[src/rtl/adc_rb_pkg.sv]
package adc_rb_pkg;
  parameter int CMD_W = 16;
  parameter int RES_W = 16;
  parameter int CH_W  = 4;
  parameter int DEV_W = 2;
  parameter int RNG_W = 3;
  parameter int CAP_W = 32;
  parameter int TRIM  = 8;
  localparam int PAD_W      = CAP_W - RES_W - CH_W - DEV_W - RNG_W;
  localparam int LONG_CLKS  = CMD_W + CAP_W;
  localparam int SHORT_CLKS = LONG_CLKS - TRIM;
  localparam int IDX_W      = $clog2(LONG_CLKS + 1);

  typedef enum logic [1:0] {ST_IDLE, ST_RUN, ST_GAP} seq_state_t;

  typedef struct packed {
    logic [RES_W-1:0] result;
    logic [CH_W-1:0]  chan;
    logic [DEV_W-1:0] dev;
    logic [RNG_W-1:0] rng;
  } fields_t;
endpackage

[src/rtl/adc_rb_tick.sv]
module adc_rb_tick #(
  parameter int HALF_DIV = 4
) (
  input  logic clk,
  input  logic rst,
  input  logic en,
  output logic tick
);
  localparam int CW = (HALF_DIV > 1) ? $clog2(HALF_DIV) : 1;
  localparam logic [CW-1:0] LAST = CW'(HALF_DIV - 1);

  logic [CW-1:0] cnt;

  always_ff @(posedge clk) begin
    if (rst || !en)       cnt <= '0;
    else if (cnt == LAST) cnt <= '0;
    else                  cnt <= cnt + 1'b1;
  end

  assign tick = en && (cnt == LAST);
endmodule

[src/rtl/adc_rb_engine.sv]
module adc_rb_engine
  import adc_rb_pkg::*;
(
  input  logic             clk,
  input  logic             rst,
  input  logic             tick,
  input  logic             start,
  input  logic             len_long,
  input  logic [CMD_W-1:0] cmd,
  input  logic             miso,
  output logic             cs_n,
  output logic             sclk,
  output logic             mosi,
  output logic             active,
  output logic             accept,
  output logic             frame_end,
  output logic             cap_long,
  output logic [CAP_W-1:0] cap
);
  seq_state_t       state;
  logic [IDX_W-1:0] bit_idx;
  logic [IDX_W-1:0] last_idx;
  logic [CMD_W-1:0] cmd_sh;
  logic             len_q;
  logic             gap_t;

  assign last_idx = len_q ? IDX_W'(LONG_CLKS - 1) : IDX_W'(SHORT_CLKS - 1);
  assign accept   = (state == ST_IDLE) && start;
  assign active   = (state != ST_IDLE);
  assign cap_long = len_q;

  always_ff @(posedge clk) begin
    if (rst) begin
      state     <= ST_IDLE;
      cs_n      <= 1'b1;
      sclk      <= 1'b0;
      mosi      <= 1'b0;
      bit_idx   <= '0;
      cmd_sh    <= '0;
      cap       <= '0;
      len_q     <= 1'b0;
      gap_t     <= 1'b0;
      frame_end <= 1'b0;
    end else begin
      frame_end <= 1'b0;
      case (state)
        ST_IDLE: begin
          if (start) begin
            state   <= ST_RUN;
            cs_n    <= 1'b0;
            sclk    <= 1'b0;
            mosi    <= cmd[CMD_W-1];
            cmd_sh  <= {cmd[CMD_W-2:0], 1'b0};
            bit_idx <= '0;
            len_q   <= len_long;
            gap_t   <= 1'b0;
          end
        end
        ST_RUN: begin
          if (tick) begin
            if (!sclk) begin
              sclk <= 1'b1;
              cap  <= {cap[CAP_W-2:0], miso};
            end else begin
              sclk <= 1'b0;
              if (bit_idx == last_idx) begin
                cs_n      <= 1'b1;
                state     <= ST_GAP;
                frame_end <= 1'b1;
              end else begin
                bit_idx <= bit_idx + 1'b1;
                mosi    <= cmd_sh[CMD_W-1];
                cmd_sh  <= {cmd_sh[CMD_W-2:0], 1'b0};
              end
            end
          end
        end
        ST_GAP: begin
          if (tick) begin
            if (gap_t) state <= ST_IDLE;
            else       gap_t <= 1'b1;
          end
        end
        default: state <= ST_IDLE;
      endcase
    end
  end
endmodule

[src/rtl/adc_rb_fields.sv]
module adc_rb_fields
  import adc_rb_pkg::*;
(
  input  logic             clk,
  input  logic             rst,
  input  logic             accept,
  input  logic [CH_W-1:0]  exp_chan,
  input  logic [RNG_W-1:0] exp_rng,
  input  logic             frame_end,
  input  logic             cap_long,
  input  logic [CAP_W-1:0] cap,
  output logic             done,
  output fields_t          fld,
  output logic             chan_mismatch,
  output logic             rng_mismatch,
  output logic             frame_err
);
  logic [CH_W-1:0]  xch_q;
  logic [RNG_W-1:0] xrng_q;
  logic [CAP_W-1:0] norm;
  fields_t          nf;
  logic [PAD_W-1:0] pad;

  assign norm = cap_long ? cap : {cap[CAP_W-TRIM-1:0], {TRIM{1'b0}}};
  assign nf   = fields_t'(norm[CAP_W-1 -: $bits(fields_t)]);
  assign pad  = norm[PAD_W-1:0];

  always_ff @(posedge clk) begin
    if (rst) begin
      xch_q         <= '0;
      xrng_q        <= '0;
      done          <= 1'b0;
      fld           <= '0;
      chan_mismatch <= 1'b0;
      rng_mismatch  <= 1'b0;
      frame_err     <= 1'b0;
    end else begin
      done <= frame_end;
      if (accept) begin
        xch_q  <= exp_chan;
        xrng_q <= exp_rng;
      end
      if (frame_end) begin
        fld           <= nf;
        chan_mismatch <= (nf.chan != xch_q);
        rng_mismatch  <= cap_long ? (nf.rng != xrng_q)
                                  : (nf.rng[RNG_W-1:1] != xrng_q[RNG_W-1:1]);
        frame_err     <= cap_long && (|pad);
      end
    end
  end
endmodule

[src/rtl/adc_frame_reader.sv]
module adc_frame_reader
  import adc_rb_pkg::*;
#(
  parameter int HALF_DIV = 4
) (
  input  logic             clk,
  input  logic             rst,
  input  logic             start,
  input  logic             len_long,
  input  logic [CMD_W-1:0] cmd,
  input  logic [CH_W-1:0]  exp_chan,
  input  logic [RNG_W-1:0] exp_rng,
  output logic             spi_cs_n,
  output logic             spi_sclk,
  output logic             spi_mosi,
  input  logic             spi_miso,
  output logic             done,
  output logic [RES_W-1:0] result,
  output logic [CH_W-1:0]  chan,
  output logic [DEV_W-1:0] dev,
  output logic [RNG_W-1:0] rng,
  output logic             chan_mismatch,
  output logic             rng_mismatch,
  output logic             frame_err
);
  logic             tick, active, accept, frame_end, cap_long;
  logic [CAP_W-1:0] cap;
  fields_t          fld;

  adc_rb_tick #(.HALF_DIV(HALF_DIV)) tick_i (
    .clk(clk), .rst(rst), .en(active), .tick(tick)
  );

  adc_rb_engine eng_i (
    .clk(clk), .rst(rst), .tick(tick), .start(start), .len_long(len_long),
    .cmd(cmd), .miso(spi_miso), .cs_n(spi_cs_n), .sclk(spi_sclk),
    .mosi(spi_mosi), .active(active), .accept(accept),
    .frame_end(frame_end), .cap_long(cap_long), .cap(cap)
  );

  adc_rb_fields fld_i (
    .clk(clk), .rst(rst), .accept(accept), .exp_chan(exp_chan),
    .exp_rng(exp_rng), .frame_end(frame_end), .cap_long(cap_long),
    .cap(cap), .done(done), .fld(fld), .chan_mismatch(chan_mismatch),
    .rng_mismatch(rng_mismatch), .frame_err(frame_err)
  );

  assign result = fld.result;
  assign chan   = fld.chan;
  assign dev    = fld.dev;
  assign rng    = fld.rng;
endmodule

[config.mk]
export PLATFORM = sky130hd
export DESIGN_NAME = adc_frame_reader
export DESIGN_NICKNAME = d
export VERILOG_FILES = /design/src/rtl/adc_rb_pkg.sv /design/src/rtl/adc_rb_tick.sv /design/src/rtl/adc_rb_engine.sv /design/src/rtl/adc_rb_fields.sv /design/src/rtl/adc_frame_reader.sv
export SDC_FILE = /design/constraint.sdc
export NUM_CORES = 1
export LEC_CHECK = 0
export ABC_AREA = 1
export BUFFER_PORTS_ARGS = -buffer_cell sky130_fd_sc_hd__buf_2
export CAP_MARGIN = 20
export CELL_PAD_IN_SITES_DETAIL_PLACEMENT = 0
export CELL_PAD_IN_SITES_GLOBAL_PLACEMENT = 1
export CORE_UTILIZATION = 38
export CTS_BUF_LIST = sky130_fd_sc_hd__clkbuf_8 sky130_fd_sc_hd__clkbuf_16
export CTS_CLUSTER_DIAMETER = 100
export DETAILED_ROUTE_END_ITERATION = 10
export PLACE_DENSITY_LB_ADDON = 0.3
export SLEW_MARGIN = 15
export SYNTH_ARGS = -nofsm -noshare
export SYNTH_HDL_FRONTEND = slang
export SYNTH_SLANG_ARGS = --single-unit
[constraint.sdc]
create_clock -name clk -period 3.55 [get_ports clk]
set_input_delay 0.5325 -clock clk [delete_from_list [all_inputs] [get_ports clk]]
set_output_delay 0.5325 -clock clk [all_outputs]
set_load 0.01 [all_outputs]
# Yosys cells after proc, flatten, opt, wreduce, memory -nomap -nowiden
# Cells that the tools add are included.
[op_classes] n_eq_ne=14 mux=36 bitwise_logic=3 reduce_logical=19 addsub=2
[ops] cell="16-bit two-way mux" n=4
[ops] cell="32-bit two-way mux" n=1
[ops] cell="16-bit case mux with 2 select lines" n=1
[ops] cell="6-bit two-way mux" n=4
[ops] cell="1-bit two-way mux" n=13
[ops] cell="2-bit two-way mux" n=6
[ops] cell="6-bit case mux with 2 select lines" n=1
[ops] cell="2-bit by 1-bit inequality test with 1-bit output, second input constant" n=5
[ops] cell="5-bit AND reduction" n=2
[ops] cell="3-bit AND reduction" n=3
[ops] cell="1-bit case mux with 2 select lines" n=4
[ops] cell="7-bit OR reduction" n=1
[ops] cell="6-bit by 1-bit adder with 6-bit output, second input constant" n=1
[ops] cell="6-bit == test" n=1
[ops] cell="2-bit case mux with 3 select lines" n=1
[ops] cell="6-bit AND reduction" n=1
[ops] cell="2-bit nonzero test" n=3
[ops] cell="2-bit == test, second input constant" n=2
[ops] cell="4-bit two-way mux" n=1
[ops] cell="2-bit inequality test, second input constant" n=2
[ops] cell="4-bit inequality test" n=1
[ops] cell="4-bit OR reduction" n=1
[ops] cell="1-bit logical AND" n=3
[ops] cell="3-bit inequality test" n=1
[ops] cell="9 further kinds" n=11
[totals] output_inout_bits=32 reg_bits=100 input_bits=28 word_cells=95

# Depth between registers and ports, before layout
# Gate-level depths: netlist of the first run.
[logic_depth] ltp_word=6 ltp_mapped=9 depth_no_buf=9

# Hierarchy
# From an unflattened synthesis of the first run, not the netlist that was laid out.
[unflattened] cells_unflattened=603 area_unflattened_um2=4301.6
[by_module_without_submodules] mod="adc_rb_engine" n_inst=1 area_per_inst_um2=2621.3 cells_each=364 seq_area_each_um2=1221.2
[by_module_without_submodules] mod="adc_rb_fields" n_inst=1 area_per_inst_um2=1591.5 cells_each=228 seq_area_each_um2=720.7
[by_module_without_submodules] mod="adc_rb_tick" n_inst=1 area_per_inst_um2=88.8 cells_each=11 seq_area_each_um2=40.0

# Worst setup path after synthesis of the first run
# Ideal clock, no wire load.
[synth_timing] path_type="reg-to-reg" startpoint="register eng_i.bit_idx[0]" endpoint="register eng_i.cmd_sh[10]" required_ns=3.437 slack_ns=2.103 arrival_time_ns=1.334 n_path_buf=1 path_stages_with_launch=10 period_less_slack_ns=1.447 setup_time_ns=0.113 path_cell_list="dfxtp_1 > ha_1 > nand2_1 > nor2_2 > nand3_2 > nand2_4 > inv_4 > buf_6 > nor2_1 > nor2_1"
[synth_between] elab_chain_cells=3
[synth_rtl] element="start: declaration" line_no="adc_rb_engine.sv:21" rtl="logic [IDX_W-1:0] bit_idx;"
[synth_rtl] element="start signal: assignment" line_no="adc_rb_engine.sv:71" rtl="bit_idx <= bit_idx + 1'b1;"
[synth_rtl] element="6-bit == test" line_no="adc_rb_engine.sv:66" rtl="if (bit_idx == last_idx) begin"
[synth_rtl] element="2-bit inequality test (no source line)"
[synth_rtl] element="5-bit AND reduction (no source line)"
[synth_rtl] element="end signal: assignment" line_no="adc_rb_engine.sv:53" rtl="cmd_sh <= {cmd[CMD_W-2:0], 1'b0};"
[synth_rtl] element="end signal: assignment" line_no="adc_rb_engine.sv:73" rtl="cmd_sh <= {cmd_sh[CMD_W-2:0], 1'b0};"
[synth_rtl] element="end: declaration" line_no="adc_rb_engine.sv:23" rtl="logic [CMD_W-1:0] cmd_sh;"
# No other way between the ends.
# A chain may end at the register's enable or synchronous reset.

# Worst setup path after layout of the first run
[layout_timing] startpoint="register eng_i.state[0]" endpoint="register eng_i.bit_idx[3]"
[layout_between] elab_chain_cells=4 elab_cells_between_ends=11 classes_between="eq/ne (5); mux (1); reduce/logical (5)"
[layout_rtl] element="start: declaration" line_no="adc_rb_engine.sv:20" rtl="seq_state_t state;"
[layout_rtl] element="start signal: assignment" line_no="adc_rb_engine.sv:34" rtl="state <= ST_IDLE;"
[layout_rtl] element="start signal: assignment" line_no="adc_rb_engine.sv:49" rtl="state <= ST_RUN;"
[layout_rtl] element="start signal: assignment" line_no="adc_rb_engine.sv:68" rtl="state <= ST_GAP;"
[layout_rtl] element="2-bit nonzero test" line_no="adc_rb_engine.sv:29" rtl="assign active = (state != ST_IDLE);"
[layout_rtl] element="1-bit logical AND" line_no="adc_rb_tick.sv:20" rtl="assign tick = en && (cnt == LAST);"
[layout_rtl] element="2-bit by 1-bit inequality test with 1-bit output (no source line)"
[layout_rtl] element="5-bit AND reduction (no source line)"
# Parallel ways exist; a longest one is shown, timed or not.

==> metrics.md, run 1 <==
| Metric | Value |
|---|---|
| Status | finished, final reports clean |
| Synth top area share | 47.24% |
| Logic gate share of total power | 12.6% |
| Worst Hold Margin | 0.4217 ns |
| Largest net degree at the start of global routing | 63 |
| Clock slew at reported path FFs | 0.09 ns |
| Post-synth EDFFs | 0 |
| Setup CP Type | flop to flop |
| CTS Sinks | 99 |
| Number of port buffers | 59 |
| Fin. max-slew vios | 0 |
| M1 GR Usage | 24.91% |
| Clk pwr share | 34.4% |
| CP max stage cell | inv_2 |
| Hold_buf cts | 0 |
| Max cap viols | 0 |
| Fin. Hold Viols | 0 |
| Vias post-DR | 3731 |
| Initial antenna violation count | 0 |
| Sequential power share | 53.0% |
| Ys async rst share | 0% |
| H-tree depth | 3 |
| Area grow syn2layout | 12.82% |
| Die area | 0.01146 mm² |
| PostCTS Resize Cnt | 0 |
| First-pass GRT wire length | 16.29 mm |
| Grt total ovfl | 0 |
| Pwr/cell area | 475.4 mW/mm² |
| Sequential area share after synthesis | 47.24% |
| Int Power | 1.622 mW |
| Largest area contributor in the netlist | dfxtp_1 |
| CTS tree | yes |
| Cts bufs inserted | 9 |
| Placed Cells | 753 |
| I/O pins | 60 |
| Total Power | 2.250 mW |
| Met2 GRT Util | 27.79% |
| Synth Net Count | 617 |
| Least-Margin Pin Slew | 0.8340 ns |
| Via-to-Cell Ratio | 4.852 |
| Mapped Area | 0.004195 mm² |
| Worst Hold Class | flop to flop |
| Seq cells post-synth | 99 |
| Initial core utilization | 39.92% |
| Final Cycle Share | 63.54% |
| Most Crowded Layer GR | met2 |
| Skew final | 0.01549 ns |
| Layout cells sized above 1 | 15.32% |
| Iter 0 DRT Violations | 141 |
| Post-CTS setup buffers | 0 |
| Root Buffer | clkbuf_8 |
| Crit. End Element | flop |
| Final ANT Viol Nets | 0 |
| Critical path required time | 3.78 ns |
| Fin crit period | 2.256 ns |
| Final number of setup-violating endpoints | 0 |
| Rows | 37 |
| Post-route DRC | 0 |
| Core area | 0.01051 mm² |
| YS warnings | 0 |
| Most frequent CP cell | nand2_1 |
| Crit path cell chain | nand2_1 -> inv_2 -> nand3_2 -> nand2_4 -> inv_4 -> nand2_1 -> a21oi_2 |
| Rel. slew slack | 44.32% |
| RSZ-0062 raised after global routing | false |
| Crit-path max FO | 23 |
| Synth Flop Type | dfxtp_1 |
| Mean Syn Cell Area | 7.147 µm² |
| Gpl congestion | 0.7672 |
| Detailed Route WL | 9.747 mm |
| Finished Layout Cells | 769 |
| # diodes | 0 |
| Synth Instances | 587 |
| Peak Freq | 443.3 MHz |
| Worst path max stage delay | 0.49 ns |
| Max clock buf depth | 2 |
| Die W | 107.1 µm |
| Number of library cell types mapped by synthesis | 32 |
| Sw Ratio | 27.91% |
| Leakage | 2.193 nW |
| Nets | 658 |
| Die height | 107.1 µm |
| TritonRoute pass-1 iters | 4 |
| GRT Total Usage | 17.97% |
| Post-DP HPWL | 6.380 mm |
| Met3 GRT Util | 2.432% |
| TNS Setup | 0 ns |
| Setup crit start kind | flop |
| Peak VDD IR | 0.2205 mV |
| Vias in the first global route | 3387 |
| Area contributors post-synth | dfxtp_1 47%, nand2_1 11%, nor2_1 9.8% |
| Fin util | 45.04% |
| WP data arrival | 2.49 ns |
| Drt wl/cell | 12.67 µm |
| Clock latency on the worst-skew pair | 0.37 ns |
| P_sw | 0.6280 mW |
[path summary, 6_finish.rpt]
path                                                  start                       endpoint  depth (start not counted)  slack (ns)
worst max-delay path            eng_i.state[0]$_SDFFE_PP0P_  eng_i.bit_idx[3]$_SDFFE_PP0P_                          7        1.29
worst min-delay path               tick_i.cnt[0]$_SDFF_PP0_       tick_i.cnt[0]$_SDFF_PP0_                          1        0.42
worst max register to register  eng_i.state[0]$_SDFFE_PP0P_  eng_i.bit_idx[3]$_SDFFE_PP0P_                          7        1.29
worst min register to register     tick_i.cnt[0]$_SDFF_PP0_       tick_i.cnt[0]$_SDFF_PP0_                          1        0.42
[routing by layer]
layer  routed length (µm)  vias up
li1                     -     1978
met1                 4978     1681
met2                 4323       61
met3                  282       11
met4                  162        0
met5                    0        -
[Yosys cell counts, drive strengths merged, types with 3 or more instances]
library cell / instances
nor2: 113
nand4: 4
o211ai: 3
nand3: 13
a21oi: 62
dfxtp: 99
o21ai: 89
clkbuf: 16
inv: 37
buf: 18
nand2: 122
[power by group through the flow]
stage / registers, mW / logic [mW] / clock network [mW]
floorplan: 1.22 / 0.233 / 0
global placement: 1.22 / 0.282 / 0
detailed placement: 1.22 / 0.286 / 0
CTS: 1.19 / 0.287 / 0.787
global route: 1.20 / 0.322 / 0.830
finish: 1.19 / 0.283 / 0.774
[placed cells by master (no fill, tap or decap)]
cell type / instances
a21oi_1: 61
inv_4: 1
xnor2_1: 1
nand3_1: 11
inv_1: 31
inv_2: 6
o21ai_1: 29
bufinv_16: 1
nor2_8: 1
buf_4: 5
o211ai_1: 3
nand4_1: 4
nand2_4: 2
nand3_2: 2
buf_2: 59
o21ai_0: 59
nor2_1: 109
nor2_2: 3
xor2_1: 2
clkinv_4: 1
nand2_1: 119
nor3b_1: 1
nand2_2: 1
clkbuf_8: 11
a31oi_1: 2
dfxtp_1: 99
o21ai_2: 1
nor4_1: 1
nor3_1: 1
ha_1: 2
a21oi_2: 1
clkinv_1: 1
inv_6: 2
[cell type report]
type / count / area [µm²]
Clock buffer: 11 / 151.4
Clock inverter: 5 / 60.06
Fill cell: 1082 / 5776
Inverter: 38 / 145.1
Multi-Input combinational cell: 416 / 1892
Sequential cell: 99 / 1982
Tap cell: 136 / 170.2
Timing Repair Buffer: 64 / 332.8
[kinds of logic (layout without fill, tap and decap cells)]
family / count (synthesis) / count (layout) / synth area share (%)
xor gates and xnor gates: 3 / 3 / 0.6264
buffers and inverters: 72 / 118 / 7.665
and+or+nand+nor: 255 / 255 / 24.84
AOI/OAI and AO/OA: 156 / 156 / 19.03
DFF: 99 / 99 / 47.24
adders and majority gates: 2 / 2 / 0.5964
[metrics by stage]
stage,area [µm²],setup WS [ns]
detailed placement,4522,1.259
CTS,4733,1.237
global route,4733,1.045
global placement,4522,1.329
floorplan,4195,2.103
finish,4733,1.294
[critical path: cells and delay by family, from the launching register on]
kind	cells	cell delay [ns]
and+or+nand+nor	4	0.99
buffers and inverters	2	0.63
DFF	1	0.44
AOI/OAI and AO/OA	1	0.06
[sequential cells by signal, summed over array words and instances (netlist names), 2 cells and up]
name           count
fld_i.xch_q        4
tick_i.cnt         2
eng_i.cap         32
fld_i.fld         25
fld_i.xrng_q       3
eng_i.bit_idx      6
eng_i.state        2
eng_i.cmd_sh      15
Note: power is estimated with default switching activity, not from simulation.
==> inputs of run 2 (changes only) <==
--- a/config.mk
+++ b/config.mk
@@ -5,7 +5,7 @@
 export SDC_FILE = /design/constraint.sdc
 export NUM_CORES = 1
 export LEC_CHECK = 0
-export ABC_AREA = 1
+export ABC_AREA = 0
 export BUFFER_PORTS_ARGS = -buffer_cell sky130_fd_sc_hd__buf_2
 export CAP_MARGIN = 20
 export CELL_PAD_IN_SITES_DETAIL_PLACEMENT = 0
==> constraint.sdc (replaced) <==
create_clock -name clk -period 2.17 [get_ports clk]
set_input_delay 0.3255 -clock clk [delete_from_list [all_inputs] [get_ports clk]]
set_output_delay 0.3255 -clock clk [all_outputs]
set_load 0.01 [all_outputs]
==> run 2 against run 1 <==
Net effect: worst hold slack got worse by 0.25 ns; cell count fell by 15%; critical path depth fell by 2; clock power rose by 71%; sequential share of layout area fell by 0.85 points; register-to-register slack got worse by 1.1 ns; via count fell by 10%; largest cell class is now multi-input combinational cells; largest power group unchanged.
==> metrics.md, run 2 <==
| Metric | Value |
|---|---|
| Detailed Route WL | 9.010 mm (-7.6%) |
| Gpl congestion | 0.7483 (-2.5%) |
| Hold_buf cts | 0 (unchanged) |
| Crit path cell chain | ha_1 -> nand4b_1 -> o21ai_2 -> and2_1 -> o31ai_1 |
| Largest area contributor in the netlist | dfxtp_1 |
| Max cap viols | 0 (unchanged) |
| Final number of setup-violating endpoints | 0 (unchanged) |
| Worst Hold Margin | 0.1753 ns (-0.2463 ns) |
| I/O pins | 60 (unchanged) |
| Post-CTS setup buffers | 0 (unchanged) |
| Post-DP HPWL | 5.967 mm (-6.5%) |
| Least-Margin Pin Slew | 0.7868 ns (-0.04717 ns) |
| Worst Slack Setup Final | 0.1857 ns (-1.109 ns) |
| Crit path max-delay family | simple AND/OR/NAND/NOR gates |
| TritonRoute pass-1 iters | 6 (+2) |
| Most common cell after layout, fill and taps aside | dfxtp_1 |
| Synth Flop Type | dfxtp_1 |
| Post-route DRC | 0 (unchanged) |
| Peak Freq | 504.0 MHz (+14%) |
| GRT Total Usage | 16.61% (-1.4 points) |
| Mapped Area | 0.004200 mm² (+0.12%) |
| CTS tree | yes |
| Crit. Startpoint | eng_i.bit_idx[0]$_SDFFE_PP0P_ |
| Core area | 0.01079 mm² (+2.7%) |
| Number of library cell types mapped by synthesis | 40 (+25%) |
| Final ANT Viol Nets | 0 (unchanged) |
| # diodes | 0 (unchanged) |
| Drt wl/cell | 13.80 µm (+8.9%) |
| Initial antenna violation count | 0 (unchanged) |
| Commonest cells post-synth | 99 x dfxtp_1, 86 x nand2_1, 53 x a21oi_1 |
| Nets | 538 (-18%) |
| Skew final | 0.01746 ns (+0.001970 ns) |
| Fin. Hold Viols | 0 (unchanged) |
| Sequential area share after synthesis | 47.18% (-0.056 points) |
| WP data arrival | 2.21 ns (-0.28 ns) |
| Via-to-Cell Ratio | 5.119 (+5.5%) |
| Area contributors post-synth | dfxtp_1 47%, mux2i_1 9.3%, nand2_1 7.7% |
| Area grow syn2layout | 15.10% |
| Synth Instances | 463 (-21%) |
| Number of port buffers | 59 (unchanged) |
| CP max stage cell | and2_1 |
| Top reg by flops | eng_i.cap |
| Peak VDD IR | 0.3193 mV (+45%) |
| Setup crit start kind | flop |
| Pre-CTS WS | 0.1682 ns (-1.090 ns) |
| Vias post-DR | 3343 (-10%) |
| Mean Syn Cell Area | 9.072 µm² (+27%) |
| Largest net degree at the start of global routing | 50 (-21%) |
| R2R Path Start | eng_i.bit_idx[0]$_SDFFE_PP0P_ |
| Max FFs per register | 32 (unchanged) |
| TNS Setup | 0 ns (unchanged) |
| Setup slack, reg-to-reg | 0.19 ns (-1.11 ns) |
| First-pass GRT wire length | 14.96 mm (-8.2%) |
| Critical path required time | 2.40 ns (-1.38 ns) |
| Die area | 0.01148 mm² (+0.12%) |
| Ys async rst share | 0% (unchanged) |
| Most frequent cells in the layout | 98 x dfxtp_1, 86 x nand2_1, 58 x buf_2 |
| YS warnings | 0 (unchanged) |
| Grt total ovfl | 0 (unchanged) |
| Seq cells post-synth | 99 (unchanged) |
| Clock latency on the worst-skew pair | 0.37 ns (about the same) |
| Rel. slew slack | 47.55% (+3.2 points) |
| RSZ-0062 raised after global routing | false |
| Worst path max stage delay | 0.66 ns (+0.17 ns) |
| Setup CP Type | flop to flop |
| Worst Hold Class | primary input to flop |
| Synth Net Count | 493 (-20%) |
| Vias in the first global route | 3061 (-9.6%) |
| H-tree depth | 3 (unchanged) |
| Max clock buf depth | 2 (unchanged) |
| Status | finished, final reports clean |
| Cts bufs inserted | 9 (unchanged) |
| Fin. max-slew vios | 0 (unchanged) |
| Post-synth EDFFs | 0 (unchanged) |
| Crit-path max FO | 15 (-35%) |
| Worst Path Buf+Inv | 0 (-2) |
| Leakage | 1.734 nW (-21%) |
| Die height | 107.1 µm (about the same) |
| Initial core utilization | 38.92% (-1.0 points) |
| Clock slew at reported path FFs | 0.10 ns (about the same) |
| Rows | 38 (+2.7%) |
| Die W | 107.1 µm (about the same) |
| PostCTS Resize Cnt | 0 (unchanged) |
| Biggest regs | eng_i.cap (32), fld_i.fld (25), eng_i.cmd_sh (15) |
| Top-count cell post-synth | dfxtp_1 |
| Final Cycle Share | 91.44% (+28 points) |
| Fin crit period | 1.984 ns (-0.2714 ns) |
| Iter 0 DRT Violations | 144 (+2.1%) |
| Root Buffer | clkbuf_8 |
| Synth top area share | 47.18% (-0.056 points) |
| Pwr/cell area | 705.0 mW/mm² (+48%) |
| Layout cells sized above 1 | 20.86% (+5.5 points) |
| CTS Sinks | 99 (unchanged) |
| Crit. End Element | flop |
| Hold Startpoint | exp_chan[1] |
[run 2: cell count changes after synthesis, sizes merged, moves of 5 or more]
cell	change
a211oi	+24
a21oi	-9
buf	-8
clkbuf	+14
inv	-34
mux2i	+39
nand2	-35
nand3	-5
nand4b	+17
nor2	-83
o21ai	-81
o31ai	+17
[run 2: routing by layer]
layer	track usage [%]	up-vias	routed length (µm)
li1	-	1722	-
met1	22.41	1532	4406
met2	25.48	76	4061
met3	4.073	13	406
met4	6.262	0	135
met5	0	-	0
[run 2: cell type report]
| cell class | count | area [µm²] |
|---|---|---|
| clock buffers | 10 | 137.6 |
| clock inverters | 6 | 87.58 |
| fillers | 1082 | 5958 |
| inverters | 3 | 11.26 |
| multi-input cells | 321 | 2004 |
| flip-flops and latches | 99 | 1983 |
| well taps | 140 | 175.2 |
| repair buffers | 74 | 435.4 |
[run 2: power by group]
group | leakage (nW) | internal [mW] | switching (mW) | total (mW)
clock network | 0.110 | 0.681 | 0.643 | 1.32
logic | 0.822 | 0.0950 | 0.126 | 0.221
registers | 0.802 | 1.85 | 0.0176 | 1.86
[run 2: final timing paths]
kind	endpoint	cells after the start
max	eng_i.cmd_sh[3]$_SDFFE_PP0P_	5
min	fld_i.xch_q[1]$_SDFFE_PP0P_	3
max reg2reg	eng_i.cmd_sh[3]$_SDFFE_PP0P_	5
min reg2reg	tick_i.cnt[0]$_SDFF_PP0_	1
[run 2: worst reg2reg max path, stage by stage (launching register included)]
cell,delay [ns]
dfxtp_1,0.42
ha_1,0.24
nand4b_1,0.19
o21ai_2,0.20
and2_1,0.66
o31ai_1,0.15
[run 2: cell families after synthesis]
kind of cell    after synthesis  share of synthesized area, %
compound gates              106                         16.65
fa+ha+maj                     2                        0.5957
xor+xnor                      9                         2.056
mux                          40                         9.562
buf+inv                      43                         5.094
simple gates                164                         18.86
flops                        99                         47.18
[run 2: through the flow]
step | util, % | instance area [µm²] | std cells | power (mW)
detailed placement | 42.71 | 4609 | 637 | 2.131
global route | 44.79 | 4835 | 653 | 3.562
global placement | 42.71 | 4609 | 637 | 2.127
CTS | 44.79 | 4835 | 653 | 3.452
finish | 44.79 | 4835 | 653 | 3.409
floorplan | - | 4200 | 463 | 2.065
